--- config.mk ---
export PLATFORM = sky130hd
export DESIGN_NAME = thread_pc_unit
export DESIGN_NICKNAME = d
export VERILOG_FILES = /design/src/rtl/tpc_pkg.sv /design/src/rtl/tpc_flag_reg.sv /design/src/rtl/tpc_next_sel.sv /design/src/rtl/thread_pc_unit.sv
export SDC_FILE = /design/constraint.sdc
export NUM_CORES = 1
export LEC_CHECK = 0
export BUFFER_PORTS_ARGS = -buffer_cell sky130_fd_sc_hd__buf_2
export CAP_MARGIN = 0
export CORE_MARGIN = 2
export CORE_UTILIZATION = 39
export DETAILED_ROUTE_END_ITERATION = 6
export PLACE_DENSITY = 0.76
export SLEW_MARGIN = 40
export SYNTH_ARGS = -nofsm -noshare
export SYNTH_HDL_FRONTEND = slang
export SYNTH_SLANG_ARGS = --single-unit
--- constraint.sdc ---
create_clock -name clk -period 2.16 [get_ports clk]
set_input_delay 0.648 -clock clk [delete_from_list [all_inputs] [get_ports clk]]
set_output_delay 0.648 -clock clk [all_outputs]
set_load 0.02 [all_outputs]
--- src/rtl/tpc_pkg.sv ---
package tpc_pkg;
  localparam int PC_W    = 8;
  localparam int FLAG_W  = 3;
  localparam int PHASE_W = 3;

  typedef enum logic [PHASE_W-1:0] {
    PH_IDLE    = 3'd0,
    PH_FETCH   = 3'd1,
    PH_DECODE  = 3'd2,
    PH_REQUEST = 3'd3,
    PH_WAIT    = 3'd4,
    PH_EXECUTE = 3'd5,
    PH_UPDATE  = 3'd6,
    PH_DONE    = 3'd7
  } phase_e;

  localparam int FLAG_N = 2;
  localparam int FLAG_Z = 1;
  localparam int FLAG_P = 0;
endpackage

--- src/rtl/tpc_flag_reg.sv ---
module tpc_flag_reg #(
  parameter int FLAG_W = tpc_pkg::FLAG_W
) (
  input  logic              clk,
  input  logic              rst,
  input  logic              upd,
  input  logic              wr_en,
  input  logic [FLAG_W-1:0] code,
  output logic [FLAG_W-1:0] flags_q
);
  always_ff @(posedge clk) begin
    if (rst)
      flags_q <= '0;
    else if (upd && wr_en)
      flags_q <= code;
  end


  flag_load_chk: assert property (@(posedge clk) disable iff (rst)
    (!$past(rst) && $past(upd) && $past(wr_en)) |-> flags_q == $past(code));


  flag_hold_chk: assert property (@(posedge clk) disable iff (rst)
    (!$past(rst) && !($past(upd) && $past(wr_en))) |-> $stable(flags_q));
endmodule

--- src/rtl/tpc_next_sel.sv ---
module tpc_next_sel #(
  parameter int PC_W   = tpc_pkg::PC_W,
  parameter int FLAG_W = tpc_pkg::FLAG_W
) (
  input  logic              clk,
  input  logic              rst,
  input  logic              upd,
  input  logic              sel_branch,
  input  logic [FLAG_W-1:0] flags_q,
  input  logic [FLAG_W-1:0] mask,
  input  logic [PC_W-1:0]   cur_pc,
  input  logic [PC_W-1:0]   target,
  output logic [PC_W-1:0]   next_pc_q
);
  localparam logic [PC_W-1:0] STEP = PC_W'(1);

  logic            hit;
  logic            take;
  logic [PC_W-1:0] seq_pc;
  logic [PC_W-1:0] pick_pc;

  assign hit     = |(flags_q & mask);
  assign take    = sel_branch & hit;
  assign seq_pc  = cur_pc + STEP;
  assign pick_pc = take ? target : seq_pc;

  always_ff @(posedge clk) begin
    if (rst)
      next_pc_q <= '0;
    else if (upd)
      next_pc_q <= pick_pc;
  end


  seq_step_chk: assert property (@(posedge clk) disable iff (rst)
    (!$past(rst) && $past(upd) && !$past(sel_branch))
      |-> next_pc_q == PC_W'($past(cur_pc) + 1));


  branch_taken_chk: assert property (@(posedge clk) disable iff (rst)
    (!$past(rst) && $past(upd) && $past(sel_branch) && ($past(flags_q & mask) != '0))
      |-> next_pc_q == $past(target));


  branch_miss_chk: assert property (@(posedge clk) disable iff (rst)
    (!$past(rst) && $past(upd) && $past(sel_branch) && ($past(flags_q & mask) == '0))
      |-> next_pc_q == PC_W'($past(cur_pc) + 1));


  pc_hold_chk: assert property (@(posedge clk) disable iff (rst)
    (!$past(rst) && !$past(upd)) |-> $stable(next_pc_q));
endmodule

--- src/rtl/thread_pc_unit.sv ---
module thread_pc_unit #(
  parameter int PC_W    = tpc_pkg::PC_W,
  parameter int FLAG_W  = tpc_pkg::FLAG_W,
  parameter int PHASE_W = tpc_pkg::PHASE_W
) (
  input  logic               clk,
  input  logic               rst,
  input  logic               thread_en,
  input  logic [PHASE_W-1:0] phase,
  input  logic [PC_W-1:0]    cur_pc,
  input  logic               sel_branch,
  input  logic               nzp_wr_en,
  input  logic [FLAG_W-1:0]  cond_mask,
  input  logic [PC_W-1:0]    target,
  input  logic [FLAG_W-1:0]  cmp_code,
  output logic [PC_W-1:0]    next_pc,
  output logic [FLAG_W-1:0]  nzp_flags
);
  localparam logic [PHASE_W-1:0] UPD_CODE = PHASE_W'(tpc_pkg::PH_UPDATE);

  logic upd;
  logic [FLAG_W-1:0] flags_q;

  assign upd = thread_en && (phase == UPD_CODE);

  tpc_flag_reg #(.FLAG_W(FLAG_W)) u_flags (
    .clk     (clk),
    .rst     (rst),
    .upd     (upd),
    .wr_en   (nzp_wr_en),
    .code    (cmp_code),
    .flags_q (flags_q)
  );

  tpc_next_sel #(.PC_W(PC_W), .FLAG_W(FLAG_W)) u_sel (
    .clk        (clk),
    .rst        (rst),
    .upd        (upd),
    .sel_branch (sel_branch),
    .flags_q    (flags_q),
    .mask       (cond_mask),
    .cur_pc     (cur_pc),
    .target     (target),
    .next_pc_q  (next_pc)
  );

  assign nzp_flags = flags_q;


  reset_clear_chk: assert property (@(posedge clk)
    $past(rst) |-> (next_pc == '0 && nzp_flags == '0));
endmodule

==> reports/metrics.yaml <==
run_status:
  status: "finished, final reports clean"
global_routing:
  grt_max_degree: 14
  grt_pass1_wl_mm: 2.31
  gr-total-overflow: 0
  antenna_found_initial: 0
  grt_pass1_vias: 605
  grt_util_all_layers: 0.172
clock_tree:
  htree_levels: 1
  clk_pin_slew_ns: 0.07
  cts_hold_buf: 0
  clock_sinks: 11
  root_buffer: "clkbuf_4"
  cts_resized: 0
  cts_tree: "yes"
  clock_latency_ns: 0.28
  ctsLongestPathBuffers: 2
  cts_made_buffers: 3
  cts_setup_buffers: 0
final_layout:
  nets: 147
  diodes: 0
  fin_util: 0.571
  syn2layout_area_growth_pct: 38.9
  final_cell_mix: "buf_2 (40), nand2_1 (11), dfxtp_1 (11)"
  fin_area_um2: 840
  final_common_cell: "buf_2"
  layout-drive-gt1-share: 0.391
logic_synthesis:
  synthXorXnorAreaFrac: 0.0870
  synth-seq-area-share: 0.364
  synth_flop_cell: "dfxtp_1"
  synthSimpleGateAreaFrac: 0.269
  synth_seq_cells: 11
  synth_top_family_by_area: "simple AND/OR/NAND/NOR gates"
  synth_fp_nets: 104
  synth_edf_count: 0
  syn_avg_cell_area_um2: 8.28
  syn_inst: 73
  synthAdderAreaFrac: 0.0207
  ys_async_sr_fraction: 0
  synthesis.area_um2: 604
  synth.distinct_cells: 26
  synthMuxAreaShare: 0.0166
  yosysWarnings: 0
  synth_compound_area_frac: 0.211
timing:
  tightestPinTransition_ns: 0.636
  setup_viol_count_final: 0
  period_minus_slack_ns: 1.71
  fmax_mhz: 584
  whs_ns: 0.462
  max_slew_margin: 0.575
  fin_skew_ns: 0.00521
  fin_crit_sh: 0.793
  hold_viol_final: 0
  finalMaxSlewViolations: 0
  grt_setup_unrepaired: "false"
  tns_ns: 0
routing:
  dr.first_iter.drc_count: 20
  dr.pass1.iters: 4
  wl_per_cell_um: 12.1
  via_count: 697
  drcViolationCount: 0
  wl_mm: 1.58
  ant_nets: 0
  viasPerCell: 5.32
setup_path:
  cp_top_family: "compound AO/OA/AOI/OAI gates"
  slowest_stage: "a222oi_1"
  critPathMaxStageDelay_ns: 0.41
  endpoint_kind: "flop"
  path_buf_inv: 1
  arrival_ns: 1.90
  worstPathCellList: "buf_2 -> a222oi_1 -> nor2b_1 -> or2_0 -> a311oi_2"
  start_kind: "input port"
  path_class: "input port to flop"
  worstPathRequired_ns: 2.35
  cp_max_fo: 10
placement:
  hpwl_mm: 1.24
  dpl-instance-area_um2: 813
  io_buffers: 40
  globalplace.congestion: 0.769
floorplan:
  die-width_um: 43.4
  placementRows: 14
  die_area_um2: 1880
  core_area_um2: 1470
  die_height_um: 43.4
  start_util: 0.411
  pin_count: 41
flow_run:
  cap_violations: 0
power_and_ir_drop:
  cellPowerDensity_nw_per_um2: 515
  irDropWorstVdd_mv: 0.234
  leakagePower_nw: 0.366
min_path:
  hold_class: "flop to flop"
## sequential cells by signal, summed over array words and instances, names as in the netlist
| name | flops |
|---|---|
| u_sel.next_pc_q | 8 |
| u_flags.flags_q | 3 |
## final cells by class
| cell class | count | area (um2) |
|---|---|---|
| fill | 147 | 632 |
| clock buffer | 4 | 26.3 |
| tap | 16 | 20.0 |
| multi-input combinational | 59 | 365 |
| timing repair buffer | 41 | 208 |
| sequential | 11 | 220 |
## power by group
group	internal [mW]	switching, mW
sequential	0.207	0.00229
clock	0.0717	0.0740
combinational	0.0375	0.0394
total	0.316	0.116
## stage by stage
| step | power [mW] | std cells | worst slack (ns) |
|---|---|---|---|
| global placement | 0.289 | 127 | 0.230 |
| finish | 0.432 | 131 | 0.447 |
| detailed placement | 0.291 | 127 | 0.153 |
| floorplan | 0.250 | 73 | 0.297 |
| global route | 0.456 | 131 | 0.351 |
| CTS | 0.433 | 131 | 0.435 |
## cell families (layout without fill, tap and decap cells)
logic type | count (synthesis) | count (layout)
AND/OR/NAND/NOR | 33 | 33
multiplexers | 1 | 1
adder cells (fa/ha/maj) | 1 | 1
flip-flops | 11 | 11
XOR/XNOR | 6 | 6
AO/OA/AOI/OAI | 18 | 18
buffers and inverters | 3 | 45
## final timing paths
kind | cells after the start | to | startpoint | slack, ns
setup / recovery | 5 | u_sel.next_pc_q[0] | cond_mask[0] | 0.45
hold / removal | 2 | u_sel.next_pc_q[2] | u_sel.next_pc_q[2] | 0.46
setup reg to reg | 4 | u_sel.next_pc_q[0] | u_flags.flags_q[0] | 0.61
hold reg to reg | 2 | u_sel.next_pc_q[2] | u_sel.next_pc_q[2] | 0.46
## synth_stat cells, types with 2 or more instances
| cell type | count | area share |
|---|---|---|
| o21ai_0 | 3 | 0.025 |
| nor2_1 | 6 | 0.037 |
| xnor2_1 | 5 | 0.072 |
| dfxtp_1 | 11 | 0.36 |
| a32oi_1 | 2 | 0.029 |
| nand3_1 | 6 | 0.050 |
| nand2_1 | 11 | 0.068 |
| a21oi_1 | 6 | 0.050 |
| o221ai_1 | 3 | 0.043 |
| nand2b_1 | 4 | 0.041 |
## metal layers
| metal | part of all wire | wire [um] | vias up | track usage |
|---|---|---|---|---|
| met1 | 0.39 | 617 | 299 | 0.183 |
| met4 | 0.030 | 48 | 0 | 0.109 |
| met5 | 0 | 0 | - | 0 |
| met2 | 0.49 | 770 | 42 | 0.301 |
| li1 | - | - | 351 | - |
| met3 | 0.092 | 146 | 5 | 0.0417 |
## worst min-delay path, delay by kind of cell (launching register included)
family           cells  cell delay (ns)
AO/OA/AOI/OAI        1             0.05
flip-flops           1             0.31
AND/OR/NAND/NOR      1             0.05
Note: power is estimated with default switching activity, not from simulation.
